<file path="src/rtl/disp_route_pkg.sv">
package disp_route_pkg;
  localparam int NMIX     = 2;
  localparam int NCH      = 2;
  localparam int CH_IDX_W = (NCH > 1) ? $clog2(NCH) : 1;
  localparam int REG_W    = 32;

  localparam int OFS_SETUP = 'h00;
  localparam int OFS_PSEL  = 'h1C;
  localparam int OFS_GSRC  = 'h20;

  localparam logic [REG_W-1:0] PSEL_MASK = 32'h0000_0033;
  localparam logic [REG_W-1:0] GSRC_MASK = 32'h3111_0000;

  localparam int BIT_EN_DSI = 16;
  localparam int BIT_EN_TV0 = 20;
  localparam int BIT_EN_TV1 = 24;
  localparam int HDMI_LSB   = 28;

  typedef struct packed {
    logic                hit;
    logic [CH_IDX_W-1:0] idx;
  } pick_t;

  // Which mixer owns channel ch; mixer 0 is tested first and so wins.
  function automatic pick_t route_pick(input int ch, input logic [1:0] s0,
                                       input logic [1:0] s1);
    pick_t p;
    p = '0;
    if (int'(s0) == ch) begin
      p.hit = 1'b1;
      p.idx = CH_IDX_W'(0);
    end else if (int'(s1) == ch) begin
      p.hit = 1'b1;
      p.idx = CH_IDX_W'(1);
    end
    return p;
  endfunction

  // One-based HDMI source code; 0 and codes beyond the channels are open.
  function automatic pick_t hdmi_pick(input logic [1:0] code);
    pick_t p;
    p = '0;
    if (code != 2'd0 && int'(code) <= NCH) begin
      p.hit = 1'b1;
      p.idx = CH_IDX_W'(int'(code) - 1);
    end
    return p;
  endfunction
endpackage

</file>
<file path="src/rtl/disp_route_regs.sv">
module disp_route_regs
  import disp_route_pkg::*;
#(
  parameter int ADDR_W = 8
) (
  input  logic              clk,
  input  logic              rst_n,
  input  logic              wr,
  input  logic [ADDR_W-1:0] addr,
  input  logic [REG_W-1:0]  wdata,
  output logic [REG_W-1:0]  rdata,
  output logic [REG_W-1:0]  psel_q,
  output logic [REG_W-1:0]  gsrc_q
);
  logic [REG_W-1:0] setup_q;
  logic hit_setup, hit_psel, hit_gsrc;

  assign hit_setup = (addr == ADDR_W'(OFS_SETUP));
  assign hit_psel  = (addr == ADDR_W'(OFS_PSEL));
  assign hit_gsrc  = (addr == ADDR_W'(OFS_GSRC));

  always_ff @(posedge clk or negedge rst_n) begin
    if (!rst_n) begin
      setup_q <= '0;
      psel_q  <= '0;
      gsrc_q  <= '0;
    end else if (wr) begin
      if (hit_setup) setup_q <= wdata;
      if (hit_psel)  psel_q  <= wdata & PSEL_MASK;
      if (hit_gsrc)  gsrc_q  <= wdata & GSRC_MASK;
    end
  end

  always_comb begin
    rdata = '0;
    if (hit_setup) rdata = setup_q;
    if (hit_psel)  rdata = psel_q;
    if (hit_gsrc)  rdata = gsrc_q;
  end
endmodule

</file>
<file path="src/rtl/disp_route_xbar.sv">
module disp_route_xbar
  import disp_route_pkg::*;
#(
  parameter int DW = 24
) (
  input  logic [1:0]        sel_m0,
  input  logic [1:0]        sel_m1,
  input  logic [NMIX*DW-1:0] mix_data,
  input  logic [NMIX-1:0]   mix_valid,
  input  logic [NMIX-1:0]   mix_hsync,
  input  logic [NMIX-1:0]   mix_vsync,
  output logic [NCH*DW-1:0] ch_data,
  output logic [NCH-1:0]    ch_valid,
  output logic [NCH-1:0]    ch_hsync,
  output logic [NCH-1:0]    ch_vsync
);
  for (genvar c = 0; c < NCH; c++) begin : g_ch
    pick_t own;
    assign own = route_pick(c, sel_m0, sel_m1);
    always_comb begin
      ch_data[c*DW +: DW] = '0;
      ch_valid[c] = 1'b0;
      ch_hsync[c] = 1'b0;
      ch_vsync[c] = 1'b0;
      if (own.hit) begin
        ch_data[c*DW +: DW] = mix_data[int'(own.idx)*DW +: DW];
        ch_valid[c] = mix_valid[own.idx];
        ch_hsync[c] = mix_hsync[own.idx];
        ch_vsync[c] = mix_vsync[own.idx];
      end
    end
  end
endmodule

</file>
<file path="src/rtl/disp_route_hdmi_sel.sv">
module disp_route_hdmi_sel
  import disp_route_pkg::*;
#(
  parameter int DW = 24
) (
  input  logic [1:0]        code,
  input  logic [NCH*DW-1:0] ch_data,
  input  logic [NCH-1:0]    ch_valid,
  input  logic [NCH-1:0]    ch_hsync,
  input  logic [NCH-1:0]    ch_vsync,
  output logic [DW-1:0]     hdmi_data,
  output logic              hdmi_valid,
  output logic              hdmi_hsync,
  output logic              hdmi_vsync
);
  pick_t src;
  assign src = hdmi_pick(code);

  always_comb begin
    hdmi_data  = '0;
    hdmi_valid = 1'b0;
    hdmi_hsync = 1'b0;
    hdmi_vsync = 1'b0;
    if (src.hit) begin
      hdmi_data  = ch_data[int'(src.idx)*DW +: DW];
      hdmi_valid = ch_valid[src.idx];
      hdmi_hsync = ch_hsync[src.idx];
      hdmi_vsync = ch_vsync[src.idx];
    end
  end
endmodule

</file>
<file path="src/rtl/disp_route_top.sv">
module disp_route_top
  import disp_route_pkg::*;
#(
  parameter int DW     = 24,
  parameter int ADDR_W = 8
) (
  input  logic                clk,
  input  logic                rst_n,
  input  logic                reg_wr,
  input  logic [ADDR_W-1:0]   reg_addr,
  input  logic [31:0]         reg_wdata,
  output logic [31:0]         reg_rdata,
  input  logic [2*DW-1:0]     mix_data,
  input  logic [1:0]          mix_valid,
  input  logic [1:0]          mix_hsync,
  input  logic [1:0]          mix_vsync,
  output logic [2*DW-1:0]     ch_data,
  output logic [1:0]          ch_valid,
  output logic [1:0]          ch_hsync,
  output logic [1:0]          ch_vsync,
  output logic [DW-1:0]       hdmi_data,
  output logic                hdmi_valid,
  output logic                hdmi_hsync,
  output logic                hdmi_vsync,
  output logic                clk_en_tv0,
  output logic                clk_en_tv1,
  output logic                clk_en_dsi
);
  logic [REG_W-1:0] psel_q, gsrc_q;
  // Named decode points, observed by the bound checker.
  logic [1:0] sel_m0, sel_m1, hdmi_code;

  disp_route_regs #(.ADDR_W(ADDR_W)) u_regs (
    .clk(clk), .rst_n(rst_n), .wr(reg_wr), .addr(reg_addr),
    .wdata(reg_wdata), .rdata(reg_rdata), .psel_q(psel_q), .gsrc_q(gsrc_q)
  );

  assign sel_m0     = psel_q[1:0];
  assign sel_m1     = psel_q[5:4];
  assign hdmi_code  = gsrc_q[HDMI_LSB +: 2];
  assign clk_en_tv0 = gsrc_q[BIT_EN_TV0];
  assign clk_en_tv1 = gsrc_q[BIT_EN_TV1];
  assign clk_en_dsi = gsrc_q[BIT_EN_DSI];

  disp_route_xbar #(.DW(DW)) u_xbar (
    .sel_m0(sel_m0), .sel_m1(sel_m1),
    .mix_data(mix_data), .mix_valid(mix_valid),
    .mix_hsync(mix_hsync), .mix_vsync(mix_vsync),
    .ch_data(ch_data), .ch_valid(ch_valid),
    .ch_hsync(ch_hsync), .ch_vsync(ch_vsync)
  );

  disp_route_hdmi_sel #(.DW(DW)) u_hdmi (
    .code(hdmi_code),
    .ch_data(ch_data), .ch_valid(ch_valid),
    .ch_hsync(ch_hsync), .ch_vsync(ch_vsync),
    .hdmi_data(hdmi_data), .hdmi_valid(hdmi_valid),
    .hdmi_hsync(hdmi_hsync), .hdmi_vsync(hdmi_vsync)
  );
endmodule

</file>
<file path="config.mk">
export PLATFORM = sky130hd
export DESIGN_NAME = disp_route_top
export DESIGN_NICKNAME = d
export VERILOG_FILES = /design/src/rtl/disp_route_pkg.sv /design/src/rtl/disp_route_regs.sv /design/src/rtl/disp_route_xbar.sv /design/src/rtl/disp_route_hdmi_sel.sv /design/src/rtl/disp_route_top.sv
export SDC_FILE = /design/constraint.sdc
export NUM_CORES = 1
export LEC_CHECK = 0
export ABC_AREA = 0
export CORE_MARGIN = 5
export CORE_UTILIZATION = 60
export DETAILED_ROUTE_END_ITERATION = 8
export DONT_BUFFER_PORTS = 1
export GPL_TIMING_DRIVEN = 0
export PLACE_DENSITY = 0.84
export SLEW_MARGIN = 20
export SYNTH_ARGS = -nofsm -noshare
export SYNTH_HDL_FRONTEND = slang
export SYNTH_HIERARCHICAL = 1
export SYNTH_SLANG_ARGS = --single-unit
</file>
<file path="constraint.sdc">
create_clock -name clk -period 2.64 [get_ports clk]
set_clock_uncertainty 0.1 [all_clocks]
set_input_delay 0.528 -clock clk [delete_from_list [all_inputs] [get_ports clk]]
set_output_delay 0.528 -clock clk [all_outputs]
set_load 0.05 [all_outputs]
</file>
Word level (Yosys, flattened, before mapping):

Index checks and enable logic that the tools add are counted.

* bits in registers: 41
* output and inout bits: 116
* logic and storage cells: 64

* add/subtract/negate cells: 1
* $mul: 3
* order comparisons: 4
* eq/ne operators: 4
* shift operators: 3
* muxes and demuxes: 38
* reductions and logical operators: 8

Operators by type and width (count)
* variable part select 48 x 32 -> 24 bit: 3
* 2-to-1 mux 32 bit: 3
* 2-to-1 mux 24 bit: 3
* 2-to-1 mux 1 bit: 27
* 2-to-1 mux 2 bit: 5
* multiplier 1 x 2 -> 3 bit, second input constant: 3
* == test 8 x 5 -> 1 bit, second input constant: 1
* == test 8 x 6 -> 1 bit, second input constant: 1
* zero test 8 bit: 1
* less-than comparator 1 x 2 -> 1 bit, second input constant: 3
* AND reduction 2 bit: 3
* == test 2 bit, second input constant: 2
* zero test 2 bit: 2
* less-or-equal comparator 2 bit, second input constant: 1
* nonzero test 2 bit: 1
* logical AND 1 bit: 1
* subtractor 1 bit, second input constant: 1

Longest topological paths before layout:

* depth in word-level cells: 9
* depth in mapped cells: 7
* depth with buffers taken out: 4

Modules after synthesis:

The synthesis kept the hierarchy.

Modules (own cells, without submodules)
* disp_route_regs: instances 1, cells an instance 198, area each 2348.5 um^2, sequential area each 1026.0 um^2
* disp_route_xbar: instances 1, cells an instance 135, area each 1063.5 um^2, sequential area each 0.0 um^2
* disp_route_hdmi_sel: instances 1, cells an instance 62, area each 454.2 um^2, sequential area each 0.0 um^2

Least setup slack after synthesis:

OpenSTA, ideal clock, no wires.

* path kind: reg2out
* start: reg u_regs.psel_q[0]
* end: out hdmi_data[13]
* data arrival time: 2.211 ns
* slack: -0.199 ns
* stages on the path, launching flop included: 7
* cells stage by stage: dfrtp_1 nand2b_1 buf_2 buf_1 a31o_1 mux2i_1 nor2_1

* cells in the longest elaborated chain, start to end: 7
* elaborated cells between the ends (all ways): 12
* those cells by class: mul: 2; eq/ne: 1; shift: 3; mux: 5; reduce/logical: 1

Ends and longest elaborated chain
* from (decl): line disp_route_regs.sv:12 `output logic [REG_W-1:0] psel_q,`
* from (signal assigned): line disp_route_regs.sv:29 `if (hit_psel) psel_q <= wdata & PSEL_MASK;`
* == test 2 bit *: line disp_route_pkg.sv:29 `if (int'(s0) == ch) begin`
* 2-to-1 mux 2 bit *: line disp_route_pkg.sv:29
* multiplier 1 x 2 -> 3 bit: line disp_route_xbar.sv:26 `ch_data[c*DW +: DW] = mix_data[int'(own.idx)*DW +: DW];`
* variable part select 48 x 32 -> 24 bit: line disp_route_xbar.sv:26
* 2-to-1 mux 24 bit *: line disp_route_xbar.sv:25 `if (own.hit) begin`
* net ch_data[37]: line disp_route_top.sv:17 `output logic [2*DW-1:0] ch_data,`
* variable part select 48 x 32 -> 24 bit *: line disp_route_hdmi_sel.sv:25 `hdmi_data = ch_data[int'(src.idx)*DW +: DW];`
* 2-to-1 mux 24 bit *: line disp_route_hdmi_sel.sv:24 `if (src.hit) begin`
* to (decl): line disp_route_top.sv:21 `output logic [DW-1:0] hdmi_data,`

Mark *: on every way through the listed nets, which the timed path passes. The rest lies on a longest branch.

Worst setup path after layout:

* start: reg u_regs.psel_q[0]
* end: out hdmi_data[4]

* cells in the longest elaborated chain, start to end: 7
* elaborated cells between the ends (all ways): 12
* those cells by class: mul: 2; eq/ne: 1; shift: 3; mux: 5; reduce/logical: 1

Ends and longest elaborated chain (line)
* zero test 2 bit *: disp_route_pkg.sv:29
* 2-to-1 mux 2 bit *: disp_route_pkg.sv:29
* multiplier 1 x 2 -> 3 bit: disp_route_xbar.sv:26
* variable part select 48 x 32 -> 24 bit: disp_route_xbar.sv:26
* 2-to-1 mux 24 bit *: disp_route_xbar.sv:25
* net ch_data[4]: disp_route_top.sv:17
* variable part select 48 x 32 -> 24 bit *: disp_route_hdmi_sel.sv:25
* 2-to-1 mux 24 bit *: disp_route_hdmi_sel.sv:24

Marked as above.

==> results.toml <==
[worst_setup_path]
r2r_setup_slack_ns = 1.49
worstSetupPathType = "flip-flop to output port"
worstReg2RegEnd = "u_regs/gsrc_q[16]"
crit_path_max_fanout = 10
cp-end-kind = "output port"
cp-endpoint = "hdmi_data[4]"
crit_arrival_ns = 2.15
worst_r2r_path_depth = 1
crit_path_start = "u_regs/psel_q[0]"
required_ns = 2.01
timing.rr.start = "u_regs/gsrc_q[16]"
start_kind = "flip-flop"

[clock_tree]
cts_tree = "done"
cts_max_level = 2
cts_buffers = 5
root_buffer = "clkbuf_8"
cts_buffer_depth = 2
clkLatencyLatePin_ns = 0.30
cts_sinks = 41
clk_transition_reported_paths_ns = 0.09

[status]
outcome = "complete, but fails checks"
failed_checks = "setup timing"

[power]
peakVddDrop_mv = 0.4658
powerDensity_mw_per_mm2 = 430.3
p_leak_nw = 2.202
power_switching_w = 0.0009871
p_int_w = 0.001220
combPwrFrac_pct = 49.8
power.total_w = 0.002207
swShare_pct = 44.72
seqPwrFrac_pct = 31.2
clkPwrFrac_pct = 19.0

[placement]
hpwlAfterDp_mm = 8.092
place_congestion = 0.8513
port_buffers = 0
dpl.cell_count = 411
place_ws_ns = -0.3104

[finish]
fin_nets = 458
drive_gt1_share_pct = 74.24
synthToLayoutAreaGrowth_pct = 48.71
mostFrequentLayoutCell = "a31o_4"
fin_util_pct = 92.59
multi_input_area_mm2 = 0.003378
nFillCells = 171
final_cell_mix = "52 x a31o_4, 40 x dfrtp_1, 35 x mux2_2, 28 x nor2_4, 26 x mux2i_4"
regArea_mm2 = 0.001027
final_cells = 435

[synthesis]
syn-cell-area_mm2 = 0.003450
syn_avg_cell_area_um2 = 10.18
yosysWarnings = 6
syn_nets = 437
netlist_instances = 339

[timing]
hold_violations = 0
fmax_ghz = 0.3593
finalCritPeriodShare_pct = 105.4
hold_ws_ns = 0.2688
rsz0062_at_grt = "true"
min_period_ns = 2.783
finalWorstSetupSlack_ns = -0.1429
drv_slew = 0
relSlewSlack_pct = 38.43
worst_slew_pin_slew_ns = 0.9202
finalSetupViolations = 38

[grt]
grt-ovfl-total = 0
antenna_found_initial = 1
track_usage_pct = 35.23
grt_start_max_net_pins = 42
grt_pass1_wl_mm = 20.28
grt_pass1_vias = 3508

[detailed_routing]
post_drt_wl_per_cell_um = 37.30
wirelength_mm = 16.23
first_pass_iters = 5
drt_iter0_drc = 328
ant_nets = 0
drcViolationCount = 0
vias = 3562
vias_per_cell = 8.189

[die]
die_x_um = 85.83
die_area_mm2 = 0.007366
start_util_pct = 62.26
design.core.area_mm2 = 0.005540
std_cell_rows = 27
num_io_pins = 213
die_h_um = 85.83

[worst_hold_path]
hp-class = "input pin to flip-flop"

[flow_run]
maxCapViolations = 0
-- through the flow --
stage,instance area (um2),setup TNS [ns]
after floorplan,3517,0
after global placement,3607,-7.501
after detailed placement,3607,-8.480
after CTS,4750,-0.1725
after global routing,5130,-3.795
final,5130,-2.405
-- how the worst min path moves through the flow --
stage                  start                 end  slack [ns]  cells after the start
2_1_floorplan          rst_n   u_regs/gsrc_q[16]        0.13                      0
3_3_place_gp           rst_n  u_regs/setup_q[12]        0.13                      0
3_5_place_dp           rst_n  u_regs/setup_q[12]        0.13                      0
4_1_cts        reg_wdata[11]  u_regs/setup_q[11]        0.26                      1
5_1_grt        reg_wdata[11]  u_regs/setup_q[11]        0.26                      1
6_report       reg_wdata[11]  u_regs/setup_q[11]        0.27                      1
-- layout make-up --
cell class	instances	share of cell area (%)
sequential	41	20.02
buffer	35	7.171
clock inverter	3	0.4146
timing repair buffer	14	3.195
inverter	2	0.1463
antenna	2	0.09756
multi-input combinational	261	65.85
clock buffer	5	1.341
tap	72	1.756
-- worst max-delay path: stages, from the launching register on --
cell and delay (ns):
dfrtp_1 0.44, buf_6 0.16, buf_2 0.23, nor3b_2 0.30
a31o_4 0.27, mux2i_4 0.12, nor2_4 0.32
-- power by group through the flow --
stage,sequential [W],clock [W],combinational [W]
3_5_place_dp,0.000695,0,0.000684
2_1_floorplan,0.000689,0,0.000619
3_3_place_gp,0.000693,0,0.000678
5_1_grt,0.000691,0.000454,0.00112
6_report,0.000689,0.000419,0.00110
4_1_cts,0.000683,0.000425,0.000945
-- timing repair --
item                       in CTS  in global routing
setup endpoints to repair      47                 46
buffers inserted                2                  7
gates cloned                    0                  4
pin swaps                      30                 44
hold buffers                    2                  0
hold endpoints to repair       41                  0
gates resized for setup       241                 73
-- per-layer routing --
| metal | vias up | routed length, um | global-route usage [%] | part of all wire [%] |
|---|---|---|---|---|
| li1 | 1316 | - | - | - |
| met1 | 1703 | 4972 | 35.34 | 31 |
| met2 | 402 | 7775 | 63.63 | 48 |
| met3 | 141 | 2100 | 12.87 | 13 |
| met4 | 0 | 1377 | 17.84 | 8.5 |
| met5 | - | 0 | 0 | 0 |
-- flip-flops by register name, indices dropped and copies added, names as in the netlist --
name and count:
u_regs/setup_q 32, u_regs/gsrc_q 5, u_regs/psel_q 4
(Power assumes the default switching activity.)
